File: src/rtl/ctc_pkg.sv
package ctc_pkg;
   typedef enum logic [1:0] {
      REG_CTRL = 2'd0,
      REG_STAT = 2'd1,
      REG_CAP  = 2'd2,
      REG_CMP  = 2'd3
   } ctc_reg_e;

   localparam int CTRL_START_EN = 0;
   localparam int CTRL_CMP_EN   = 1;
   localparam int STAT_START    = 1;
   localparam int STAT_CMP      = 3;
endpackage

File: src/rtl/ctc_edge_sync.sv
module ctc_edge_sync #(
   parameter int STAGES = 2
) (
   input  logic clk_i,
   input  logic rst_ni,
   input  logic bus_i,
   output logic fall_o
);
   // sh_q[STAGES-1] is the synchronised level, sh_q[STAGES] is its previous value
   logic [STAGES:0] sh_q;

   always_ff @(posedge clk_i or negedge rst_ni) begin
      if (!rst_ni) sh_q <= '1;
      else         sh_q <= {sh_q[STAGES-1:0], bus_i};
   end

   assign fall_o = sh_q[STAGES] & ~sh_q[STAGES-1];
endmodule

File: src/rtl/ctc_free_counter.sv
module ctc_free_counter #(
   parameter int W   = 16,
   parameter int DIV = 40
) (
   input  logic         clk_i,
   input  logic         rst_ni,
   output logic [W-1:0] cnt_o
);
   logic tick;

   generate
      if (DIV == 1) begin : g_direct
         assign tick = 1'b1;
      end else begin : g_prescale
         localparam int PW = $clog2(DIV);
         localparam logic [PW-1:0] LAST = PW'(DIV - 1);
         logic [PW-1:0] pre_q;
         always_ff @(posedge clk_i or negedge rst_ni) begin
            if (!rst_ni)            pre_q <= '0;
            else if (pre_q == LAST) pre_q <= '0;
            else                    pre_q <= pre_q + PW'(1);
         end
         assign tick = (pre_q == LAST);
      end
   endgenerate

   always_ff @(posedge clk_i or negedge rst_ni) begin
      if (!rst_ni)   cnt_o <= '0;
      else if (tick) cnt_o <= cnt_o + W'(1);
   end
endmodule

File: src/rtl/ctc_compare.sv
module ctc_compare #(
   parameter int W = 16
) (
   input  logic         clk_i,
   input  logic         rst_ni,
   input  logic [W-1:0] cnt_i,
   input  logic         wr_i,
   input  logic [W-1:0] data_i,
   output logic [W-1:0] cmp_o,
   output logic         armed_o,
   output logic         hit_o
);
   always_ff @(posedge clk_i or negedge rst_ni) begin
      if (!rst_ni) begin
         cmp_o   <= '0;
         armed_o <= 1'b0;
      end else if (wr_i) begin
         cmp_o   <= data_i;
         armed_o <= 1'b1;
      end else if (hit_o) begin
         armed_o <= 1'b0;
      end
   end

   assign hit_o = armed_o & (cnt_i == cmp_o);
endmodule

File: src/rtl/ctc_timer.sv
module ctc_timer
   import ctc_pkg::*;
#(
   parameter int W      = 16,
   parameter int DIV    = 40,
   parameter int STAGES = 2
) (
   input  logic         clk_i,
   input  logic         rst_ni,
   input  logic         bus_i,
   input  logic         wr_en_i,
   input  logic [1:0]   addr_i,
   input  logic [W-1:0] wdata_i,
   output logic [W-1:0] rdata_o,
   output logic         irq_o
);
   generate
      if (W < 4) begin : g_bad_w
         $error("ctc_timer: W must be at least 4");
      end
      if (DIV < 1) begin : g_bad_div
         $error("ctc_timer: DIV must be at least 1");
      end
      if (STAGES < 2) begin : g_bad_sync
         $error("ctc_timer: STAGES must be at least 2");
      end
   endgenerate

   logic [W-1:0] cnt_q;
   logic [W-1:0] cap_q;
   logic [W-1:0] cmp_val;
   logic [1:0]   ctrl_q;
   logic         start_flag_q;
   logic         cmp_flag_q;
   logic         bus_fall;
   logic         cmp_hit;
   logic         cmp_armed;
   logic         cmp_wr;
   logic         ctrl_wr;
   logic         stat_wr;

   assign ctrl_wr = wr_en_i && (addr_i == REG_CTRL);
   assign stat_wr = wr_en_i && (addr_i == REG_STAT);
   assign cmp_wr  = wr_en_i && (addr_i == REG_CMP);

   ctc_edge_sync #(.STAGES(STAGES)) u_sync (
      .clk_i (clk_i),
      .rst_ni(rst_ni),
      .bus_i (bus_i),
      .fall_o(bus_fall)
   );

   ctc_free_counter #(.W(W), .DIV(DIV)) u_cnt (
      .clk_i (clk_i),
      .rst_ni(rst_ni),
      .cnt_o (cnt_q)
   );

   ctc_compare #(.W(W)) u_cmp (
      .clk_i  (clk_i),
      .rst_ni (rst_ni),
      .cnt_i  (cnt_q),
      .wr_i   (cmp_wr),
      .data_i (wdata_i),
      .cmp_o  (cmp_val),
      .armed_o(cmp_armed),
      .hit_o  (cmp_hit)
   );

   always_ff @(posedge clk_i or negedge rst_ni) begin
      if (!rst_ni) begin
         ctrl_q       <= '0;
         cap_q        <= '0;
         start_flag_q <= 1'b0;
         cmp_flag_q   <= 1'b0;
      end else begin
         if (ctrl_wr)  ctrl_q <= wdata_i[1:0];
         if (bus_fall) cap_q  <= cnt_q;
         start_flag_q <= (start_flag_q & ~(stat_wr & wdata_i[STAT_START])) | bus_fall;
         cmp_flag_q   <= (cmp_flag_q & ~(stat_wr & wdata_i[STAT_CMP])) | cmp_hit;
      end
   end

   always_comb begin
      rdata_o = '0;
      case (ctc_reg_e'(addr_i))
         REG_CTRL: rdata_o[1:0] = ctrl_q;
         REG_STAT: begin
            rdata_o[STAT_START] = start_flag_q;
            rdata_o[STAT_CMP]   = cmp_flag_q;
         end
         REG_CAP:  rdata_o = cap_q;
         REG_CMP:  rdata_o = cmp_val;
         default:  rdata_o = '0;
      endcase
   end

   assign irq_o = (start_flag_q & ctrl_q[CTRL_START_EN]) |
                  (cmp_flag_q & ctrl_q[CTRL_CMP_EN]);
endmodule


File: config.mk
export PLATFORM = sky130hd
export DESIGN_NAME = ctc_timer
export DESIGN_NICKNAME = d
export VERILOG_FILES = /design/src/rtl/ctc_pkg.sv /design/src/rtl/ctc_edge_sync.sv /design/src/rtl/ctc_free_counter.sv /design/src/rtl/ctc_compare.sv /design/src/rtl/ctc_timer.sv
export SDC_FILE = /design/constraint.sdc
export NUM_CORES = 1
export LEC_CHECK = 0
export BUFFER_PORTS_ARGS = -buffer_cell sky130_fd_sc_hd__buf_2
export CORE_AREA = 3 3 85 87
export CTS_BUF_LIST = sky130_fd_sc_hd__clkbuf_16
export CTS_CLUSTER_SIZE = 20
export DETAILED_ROUTE_END_ITERATION = 6
export DIE_AREA = 0 0 88 90
export PLACE_DENSITY = 0.76
export SLEW_MARGIN = 40
export SYNTH_ARGS = -nofsm -noshare
export SYNTH_HDL_FRONTEND = slang
export SYNTH_SLANG_ARGS = --single-unit
File: constraint.sdc
create_clock -name clk_i -period 1.55 [get_ports clk_i]
set_input_delay 0.31 -clock clk_i [delete_from_list [all_inputs] [get_ports clk_i]]
set_output_delay 0.31 -clock clk_i [all_outputs]
set_load 0.02 [all_outputs]
==> results of run 1 <==
## cell usage in the layout (no fill, tap or decap), types with 6 or more instances in the layout
cell type  Yosys  routed
nand2_1        8       7
buf_2          6      34
nor2b_1       13      13
nand4_1        6       6
mux2_2        37      35
nand3_1       10       9
clkbuf_16      0       9
dfrtp_1       59      56
buf_4          0      18
buf_6          0       6
xor2_1        10      10
mux2i_1       13      13
xnor2_1       25      24
## power breakdown
part           leakage [nW]  total [mW]  internal [mW]  switching, mW
combinational         0.938       0.560          0.304          0.256
clock                 0.173        2.41           1.72          0.687
sequential            0.785        1.81           1.72         0.0871
## repair_timing
item,4_1_cts,5_1_grt
buffers inserted,6,1
resized for setup,9,22
gates cloned,0,0
setup endpoints to repair,7,27
endpoints found under the hold margin,59,0
hold buffers,1,0
pin swaps,3,5
## path summary, 6_finish.rpt
check,endpoint,depth (start not counted),slack (ns)
max,rdata_o[1],2,-0.1
min,u_sync.sh_q[0],1,0.08
max reg2reg,u_cnt.cnt_o[9],4,-0.04
min reg2reg,u_sync.sh_q[1],0,0.36
max in group asynchronous,u_sync.sh_q[2],3,0.71
min in group asynchronous,u_cmp.cmp_o[14],3,0.51
## state kept, by name, indices dropped and copies added (netlist names), 2 cells and up
| register | count |
|---|---|
| u_cnt.g_prescale.pre_q | 6 |
| u_sync.sh_q | 3 |
| u_cmp.cmp_o | 16 |
| ctrl_q | 2 |
| cap_q | 16 |
| u_cnt.cnt_o | 16 |
## critical path, delay by kind of cell, from the launching register on
family | cells | cell delay [ns]
flip-flops | 1 | 0.40
buffers and inverters | 1 | 0.15
multiplexers | 1 | 0.47
## per-stage QoR
stage               area (um^2)  setup WS (ns)   util
finish                     3880        -0.0959  0.604
global placement           3330         0.0443  0.518
global route               3880         -0.184  0.604
CTS                        3770         -0.103  0.588
detailed placement         3330        -0.0268  0.518
floorplan                  2930       0.000832      -
## layout make-up
type | count | area, um^2 | area share
flip-flops and latches | 62 | 1560 | 0.402
multi-input cells | 151 | 1400 | 0.361
repair buffers | 63 | 458 | 0.118
clock buffers | 9 | 225 | 0.0581
clock inverters | 7 | 136 | 0.0352
well taps | 77 | 96.3 | 0.0249
inverters | 1 | 3.75 | 0.000968
## synthesized netlist by cell type, types with 2 or more instances
cell type and n:
o21ai_0 2, buf_2 6, mux2i_1 13, nor2_1 5, and4_1 2, clkbuf_1 5, ha_1 2, mux2_2 37
nand2_1 8, and3_1 3, xor2_1 10, nor2b_1 13, nor4_4 2, nand4_1 6, nand3_1 10, a22o_1 3
nand4b_1 2, nor3_1 2, xnor2_1 25, dfrtp_1 59, dfstp_2 3
## layer usage
| metal | vias to the layer above | wire length [um] | part of all wire | track usage |
|---|---|---|---|---|
| li1 | 916 | - | - | - |
| met4 | 0 | 142 | 0.023 | 0.0870 |
| met2 | 33 | 3090 | 0.50 | 0.245 |
| met3 | 11 | 192 | 0.031 | 0.0484 |
| met5 | - | 0 | 0 | 0 |
| met1 | 983 | 2730 | 0.44 | 0.221 |
## kinds of logic (layout without fill, tap and decap cells)
kind of cell / after synthesis / count (layout)
XOR/XNOR: 35 / 35
flip-flops: 62 / 62
AO/OA/AOI/OAI: 5 / 5
AND/OR/NAND/NOR: 58 / 58
adder cells (fa/ha/maj): 2 / 2
buffers and inverters: 12 / 80
multiplexers: 51 / 51
==> impl_metrics.py, run 1 <==
metrics = {
    "timing": {
        "fin_hold_ws_ns": 0.0785,
        "finalSetupViolations": 4,
        "rsz0062_at_grt": "yes",
        "fmax_mhz": 608,
        "timing.final.crit_share": 1.06,
        "period_needed_ns": 1.65,
        "setup_ws_ns": -0.0959,
        "maxSlewViolCount": 0,
        "fin_setup_tns_ns": -0.228,
        "slew_headroom": 0.662,
        "hold_viol": 0,
        "finalClockSkew_ns": 0.00461,
        "worstMarginPinSlew_ns": 0.507,
    },
    "pwr": {
        "p_per_area_nw_per_um2": 1230,
        "ir_drop_uv": 752,
        "power_leakage_nw": 1.90,
        "power_mw": 4.78,
    },
    "worst_setup_path": {
        "critPathKind": "flop to primary output",
        "crit_fanout": 2,
        "cp_data_required_time_ns": 1.24,
        "cp-end-kind": "primary output",
        "timing.rr.start": "u_cnt.cnt_o[2]",
        "arrival_ns": 1.34,
        "slowest_stage": "mux4_2",
        "startpoint_type": "flop",
        "max_stage_delay_ns": 0.47,
        "crit_start": "start_flag_q",
        "worstPathCellList": "mux4_2 -> buf_6",
    },
    "placement": {
        "dp.final_hpwl_um": 4040,
        "io_buffers": 38,
        "dp.cells": 346,
        "routabilityCongestion": 0.788,
    },
    "finish": {
        "nets": 312,
        "fin_cells": 370,
        "area_growth_syn_to_layout_pct": 32.7,
        "post_route_cells_drive_above_1_share": 0.464,
        "nFillCells": 502,
        "diodes": 0,
    },
    "global_route": {
        "grt_max_degree": 63,
        "overflow": 0,
        "grt_pass1_wl_um": 9970,
        "antenna_found_initial": 0,
        "groute.usage.overall": 0.167,
        "grt_pass1_vias": 2020,
    },
    "synth": {
        "yosys-top-cells-area": "dfrtp_1 (51%), mux2_2 (14%), xnor2_1 (7.5%)",
        "synth_cells": 225,
        "yosysSeqAreaShare": 0.533,
        "synth-xor-area-share": 0.105,
        "synth_top_area_cell": "dfrtp_1",
        "syn_avg_cell_area_um2": 13.0,
        "yosys_most_used_dff": "dfrtp_1",
        "synth_adder_area_share": 0.00857,
        "synthesis.nets": 249,
        "yosys.area_share.simple": 0.129,
        "postSynthRegisterBits": 62,
        "netlist_area_um2": 2920,
        "ys_types": 28,
        "synth_top_family_by_area": "multiplexers",
        "synth.area.mux_share": 0.195,
        "async_flop_share": 1.00,
        "yosysWarnings": 0,
        "synth_compound_area_frac": 0.0124,
        "synth-edff-count": 0,
        "synth_top_area_share": 0.506,
    },
    "clock_tree": {
        "cts-root-buf": "clkbuf_16",
        "cts_inserted_buffers": 9,
        "cts_num_sinks": 62,
        "tritoncts": "built",
        "path_clk_slew_ns": 0.05,
        "clkLatencyLatePin_ns": 0.33,
        "ctsHtreeMaxLevel": 3,
        "cts.path.max_buffers": 2,
    },
    "job": {
        "cap_violations": 0,
    },
    "drt": {
        "wirelength_um": 6160,
        "drtIter0Drc": 125,
        "vias": 1943,
        "detail-route-antenna-nets": 0,
        "wire_per_inst_um": 16.6,
        "dr.pass1.iters": 4,
        "drc_errors": 0,
        "vias_per_cell": 5.25,
    },
    "floorplanning": {
        "dieArea_um2": 7920,
        "die_h_um": 90,
        "start_util": 0.455,
        "io-pin-count": 39,
        "rows": 29,
        "die_w_um": 88,
        "coreArea_um2": 6420,
    },
    "status": {
        "run_status": "complete, but fails checks",
        "violations": "negative setup slack",
    },
    "hold_path": {
        "hold_start": "bus_i",
        "min_path_type": "primary input to flop",
    },
}
Power figures use the tool's default switching activity.
==> run 2, diff against run 1 <==
ABC_AREA = 1   (was not set)
CORE_AREA = 3 3 86 88   (was 3 3 85 87)
DIE_AREA = 0 0 89 91   (was 0 0 88 90)
SKIP_LAST_GASP = 1   (was not set)
SLEW_MARGIN = not set   (was 40)
==> impl_metrics.py, run 2 <==
metrics = {
    "pwr": {
        "ir_drop_uv": 515,
        "power_mw": 3.88,
        "power_leakage_nw": 1.86,
        "pwr-share-seq": 0.453,
        "p_per_area_nw_per_um2": 1070,
        "p_sw_mw": 0.978,
        "swShare": 0.252,
        "cell_internal_pwr_mw": 2.91,
        "comb_power_share": 0.115,
        "clkPwrFrac": 0.432,
    },
    "finish": {
        "area_growth_syn_to_layout_pct": 20.8,
        "fin_cells": 508,
        "diodes": 0,
        "largest_registers": "cap_q (16), u_cmp.cmp_o (16), u_cnt.cnt_o (16)",
        "post_route_cells_drive_above_1_share": 0.164,
        "fin_util": 0.538,
        "mostFrequentLayoutCell": "nand2_1",
        "layout_common_cells": "nand2_1 (124), dfrtp_1 (59), inv_1 (45)",
        "nets": 449,
        "nFillCells": 597,
        "stdcell_area_um2": 3610,
    },
    "clock_tree": {
        "cts-root-buf": "clkbuf_16",
        "ctsHtreeMaxLevel": 3,
        "path_clk_slew_ns": 0.05,
        "cts.path.max_buffers": 2,
        "cts_num_sinks": 62,
        "clkLatencyLatePin_ns": 0.32,
        "cts_inserted_buffers": 9,
        "tritoncts": "built",
        "ctsHoldBuffers": 0,
    },
    "floorplanning": {
        "die_h_um": 91,
        "die_w_um": 89,
        "dieArea_um2": 8100,
        "io-pin-count": 39,
        "coreArea_um2": 6720,
        "rows": 30,
        "start_util": 0.445,
    },
    "synth": {
        "synth_top_area_share": 0.494,
        "yosys_most_used_dff": "dfrtp_1",
        "postSynthRegisterBits": 62,
        "async_flop_share": 1.00,
        "netlist_area_um2": 2990,
        "synthTopCellsByCount": "nand2_1 (124), dfrtp_1 (59), inv_1 (44), o21ai_0 (38), nor2_1 (37)",
        "ys_types": 24,
        "yosys-top-cells-area": "dfrtp_1 (49%), nand2_1 (16%), o21ai_0 (6.4%)",
        "synth-edff-count": 0,
        "yosysWarnings": 0,
        "synth_top_area_cell": "dfrtp_1",
        "yosysSeqAreaShare": 0.520,
        "synthesis.nets": 400,
        "syn_avg_cell_area_um2": 7.96,
        "synth_cells": 376,
        "synth_most_common_cell": "nand2_1",
    },
    "timing": {
        "timing.final.crit_share": 0.957,
        "fmax_mhz": 674,
        "fin_hold_ws_ns": -0.0283,
        "worstMarginPinSlew_ns": 0.342,
        "hold_viol": 13,
        "finalSetupViolations": 0,
        "fin_setup_tns_ns": 0,
        "finalClockSkew_ns": 0.00511,
        "slew_headroom": 0.772,
        "period_needed_ns": 1.48,
        "maxSlewViolCount": 0,
    },
    "drt": {
        "wirelength_um": 6640,
        "vias": 2523,
        "detail-route-antenna-nets": 0,
        "drc_errors": 0,
        "dr.pass1.iters": 4,
        "wire_per_inst_um": 13.1,
        "vias_per_cell": 4.97,
        "drtIter0Drc": 196,
    },
    "global_route": {
        "overflow": 0,
        "grt_pass1_wl_um": 11400,
        "antenna_found_initial": 0,
        "groute.usage.overall": 0.181,
        "grt_max_degree": 63,
        "grt_pass1_vias": 2498,
    },
    "worst_setup_path": {
        "max_stage_delay_ns": 0.35,
        "crit_fanout": 3,
        "arrival_ns": 1.17,
        "cp-end-kind": "primary output",
        "critPathKind": "flop to primary output",
        "slowest_stage": "dfrtp_1",
        "startpoint_type": "flop",
        "worstPathCellList": "inv_1 -> o21ai_0 -> buf_2",
        "path_buf_inv": 2,
        "cp_data_required_time_ns": 1.24,
        "crit_family": "flip-flops",
    },
    "job": {
        "cap_violations": 0,
    },
    "status": {
        "run_status": "complete, but fails checks",
        "violations": "negative hold slack",
    },
    "placement": {
        "place_area_um2": 3340,
        "dp.cells": 493,
        "dp.final_hpwl_um": 4600,
        "routabilityCongestion": 0.820,
        "io_buffers": 38,
    },
    "hold_path": {
        "min_path_type": "primary input to asynchronous set/reset pin",
    },
}
## run 2: cell count changes in the layout (fill, tap and decap cells not counted), moves of 14 or more
cell and change:
mux2_2 -35, nor2_1 +31, xnor2_1 -24, inv_1 +44, nand2_1 +117, a21oi_1 +14
o21ai_0 +36
## run 2: layout make-up
class                      count  area [um^2]  share of cell area
clock buffer                   9          225              0.0623
multi-input combinational    262         1250               0.346
sequential                    62         1560               0.430
tap                           80          100              0.0277
timing repair buffer          46          297              0.0820
clock inverter                 5         21.3             0.00588
inverter                      44          165              0.0457
## run 2: per-layer routing
layer / part of all wire / track usage / vias up
met5: 0 / 0 / -
met4: 0.0038 / 0.0434 / 0
met3: 0.058 / 0.0572 / 2
met2: 0.48 / 0.282 / 68
met1: 0.46 / 0.245 / 1175
li1: - / - / 1278
## run 2: power groups by stage
stage          Sequential, mW  Combinational, mW  Clock, mW
2_1_floorplan            1.77              0.267          0
3_3_place_gp             1.78              0.429          0
3_5_place_dp             1.79              0.439          0
4_1_cts                  1.76              0.443       1.70
5_1_grt                  1.77              0.504       1.80
6_report                 1.76              0.445       1.68
## run 2: stage by stage
step / worst slack (ns) / hold slack (ns)
final: 0.0664 / -0.0283
after CTS: 0.0294 / 0.00817
after global routing: -0.00836 / 0.0193
after floorplan: 0.145 / 0.0144
after global placement: 0.0770 / 0.345
after detailed placement: 0.0670 / 0.347
## run 2: cell families (layout without fill, tap and decap cells)
kind of cell             after synthesis  after routing  share of synthesized area
AO/OA/AOI/OAI                         56             56                     0.0979
XOR/XNOR                              12             12                     0.0351
adder cells (fa/ha/maj)                2              2                    0.00836
buffers and inverters                 52            104                     0.0665
flip-flops                            62             62                      0.520
AND/OR/NAND/NOR                      192            192                      0.272
## run 2: timing repair
action / in CTS / in global routing
buffers inserted: 0 / 1
gates resized for setup: 0 / 9
setup endpoints to repair: 0 / 22
## run 2: worst paths after layout
check                      slack, ns  depth (start not counted)         endpoint           start
setup / recovery                0.07                          3       rdata_o[2]  u_cmp.cmp_o[2]
hold / removal                 -0.03                          2   u_cmp.cmp_o[0]          rst_ni
setup reg to reg                0.08                          7  u_cnt.cnt_o[12]  u_cnt.cnt_o[0]
hold reg to reg                 0.35                          0   u_sync.sh_q[1]  u_sync.sh_q[0]
max in group asynchronous       1.28                          2   u_sync.sh_q[0]          rst_ni
min in group clk_i              0.09                          1   u_sync.sh_q[0]           bus_i
==> run 3, diff against run 2 <==
CTS_BUF_LIST = sky130_fd_sc_hd__clkbuf_4   (was sky130_fd_sc_hd__clkbuf_16)
CTS_CLUSTER_SIZE = 30   (was 20)
==> impl_metrics.py, run 3 (synthesis results as in run 2) <==
metrics = {
    "finish": {
        "area_growth_syn_to_layout_pct": 19.4,
        "mostFrequentLayoutCell": "nand2_1",
        "post_route_cells_drive_above_1_share": 0.192,
        "largest_registers": "cap_q (16), u_cmp.cmp_o (16), u_cnt.cnt_o (16)",
        "nets": 459,
        "diodes": 0,
        "seq_area_um2": 1560,
        "multi_input_area_um2": 1260,
        "layout_common_cells": "nand2_1 (124), dfrtp_1 (59), inv_1 (41)",
        "stdcell_area_um2": 3570,
        "fin_cells": 518,
        "nFillCells": 608,
    },
    "clock_tree": {
        "clkLatencyLatePin_ns": 0.40,
        "ctsHtreeMaxLevel": 3,
        "cts_inserted_buffers": 9,
        "path_clk_slew_ns": 0.10,
        "cts.path.max_buffers": 2,
        "tritoncts": "built",
        "cts-root-buf": "clkbuf_4",
        "cts_num_sinks": 62,
    },
    "pwr": {
        "swShare": 0.283,
        "ir_drop_uv": 443,
        "comb_power_share": 0.165,
        "p_sw_mw": 0.890,
        "power_mw": 3.15,
        "power_leakage_nw": 1.84,
        "cell_internal_pwr_mw": 2.26,
        "pwr-share-seq": 0.557,
        "clkPwrFrac": 0.278,
        "p_per_area_nw_per_um2": 881,
    },
    "worst_setup_path": {
        "r2r_cells": 7,
        "timing.rr.start": "u_cnt.cnt_o[1]",
        "r2r-end": "u_cnt.cnt_o[12]",
        "cp_data_required_time_ns": 1.24,
        "critPathKind": "flop to primary output",
        "worstPathCellList": "inv_1 -> o2111ai_2 -> buf_6",
        "arrival_ns": 1.20,
        "cp-end-kind": "primary output",
        "slowest_stage": "dfrtp_1",
        "crit_fanout": 2,
        "startpoint_type": "flop",
        "regToRegSetupSlack_ns": 0.10,
        "max_stage_delay_ns": 0.38,
    },
    "status": {
        "run_status": "finished clean",
    },
    "timing": {
        "rsz0062_at_grt": "yes",
        "timing.final.crit_share": 0.977,
        "fmax_mhz": 660,
        "setup_ws_ns": 0.0360,
        "finalClockSkew_ns": 0.0148,
        "slew_headroom": 0.775,
        "period_needed_ns": 1.51,
        "fin_setup_tns_ns": 0,
        "hold_viol": 0,
        "worstMarginPinSlew_ns": 0.338,
        "finalSetupViolations": 0,
        "maxSlewViolCount": 0,
    },
    "drt": {
        "vias_per_cell": 4.87,
        "drtIter0Drc": 188,
        "wirelength_um": 6600,
        "vias": 2525,
        "dr.pass1.iters": 4,
        "wire_per_inst_um": 12.7,
        "drc_errors": 0,
        "detail-route-antenna-nets": 0,
    },
    "global_route": {
        "antenna_found_initial": 0,
        "overflow": 0,
        "grt_max_degree": 63,
        "grt_pass1_wl_um": 11100,
        "grt_pass1_vias": 2432,
        "groute.usage.overall": 0.175,
    },
    "hold_path": {
        "hold_start": "wdata_i[13]",
        "holdPathEnd": "u_cmp.cmp_o[13]",
        "min_path_type": "primary input to flop",
        "hold_depth": 3,
    },
    "floorplanning": {
        "start_util": 0.445,
        "die_h_um": 91,
        "dieArea_um2": 8100,
        "die_w_um": 89,
        "io-pin-count": 39,
        "coreArea_um2": 6720,
        "rows": 30,
    },
    "placement": {
        "place_area_um2": 3340,
        "dp.final_hpwl_um": 4600,
        "io_buffers": 38,
        "routabilityCongestion": 0.820,
        "dp.cells": 493,
        "pre_cts_ws_ns": 0.0670,
    },
    "job": {
        "cap_violations": 0,
    },
}
run 3: cell count changes in the layout (fill, tap and decap cells not counted), sizes merged:
cell / before / now
dlygate4sd3: 0 / 2
inv: 46 / 44
clkbuf: 9 / 11
buf: 46 / 54
run 3: per-layer routing:
layer | global-route usage | part of all wire | up-vias | wire length, um
li1 | - | - | 1302 | -
met1 | 0.245 | 0.48 | 1151 | 3140
met2 | 0.265 | 0.45 | 62 | 2990
met3 | 0.0554 | 0.057 | 10 | 376
met4 | 0.0434 | 0.015 | 0 | 96
met5 | 0 | 0 | - | 0
run 3: worst max-delay path by stage:
stage	start	to	slack, ns	depth (start not counted)
2_1_floorplan	addr_i[1]	rdata_o[10]	0.15	5
3_3_place_gp	addr_i[0]	rdata_o[5]	0.08	5
3_5_place_dp	addr_i[0]	rdata_o[5]	0.07	5
4_1_cts	u_cmp.cmp_o[3]	rdata_o[3]	0.0003	3
5_1_grt	u_cmp.cmp_o[1]	rdata_o[1]	-0.07	3
6_report	u_cmp.cmp_o[1]	rdata_o[1]	0.04	3
run 3: what timing repair did:
action,CTS,global route
setup endpoints to repair,5,24
endpoints found under the hold margin,60,0
hold buffers,2,0
buffers inserted,2,7
resized for setup,4,25
pin swaps,0,2
run 3: final cells by class:
type	count	share of cell area
Sequential cell	62	0.435
Timing Repair Buffer	56	0.111
Multi-Input combinational cell	262	0.353
Clock inverter	3	0.00385
Inverter	44	0.0462
Tap cell	80	0.0280
Clock buffer	11	0.0231
run 3: stage by stage:
stage	hold WS, ns	util
finish	0.150	0.532
global route	0.130	0.532
floorplan	0.0144	-
global placement	0.345	0.497
CTS	0.140	0.517
detailed placement	0.347	0.497
run 3: worst max-delay path, delay by kind of cell (launching register included):
family                 cells  cell delay, ns
buffers and inverters      2            0.22
flip-flops                 1            0.38
AO/OA/AOI/OAI              1            0.20
run 3: power groups by stage:
stage               sequential [mW]  combinational (mW)  clock (mW)
floorplan                      1.77               0.267           0
global placement               1.78               0.429           0
detailed placement             1.79               0.439           0
CTS                            1.75               0.464       0.899
global route                   1.76               0.583       0.987
finish                         1.75               0.519       0.874
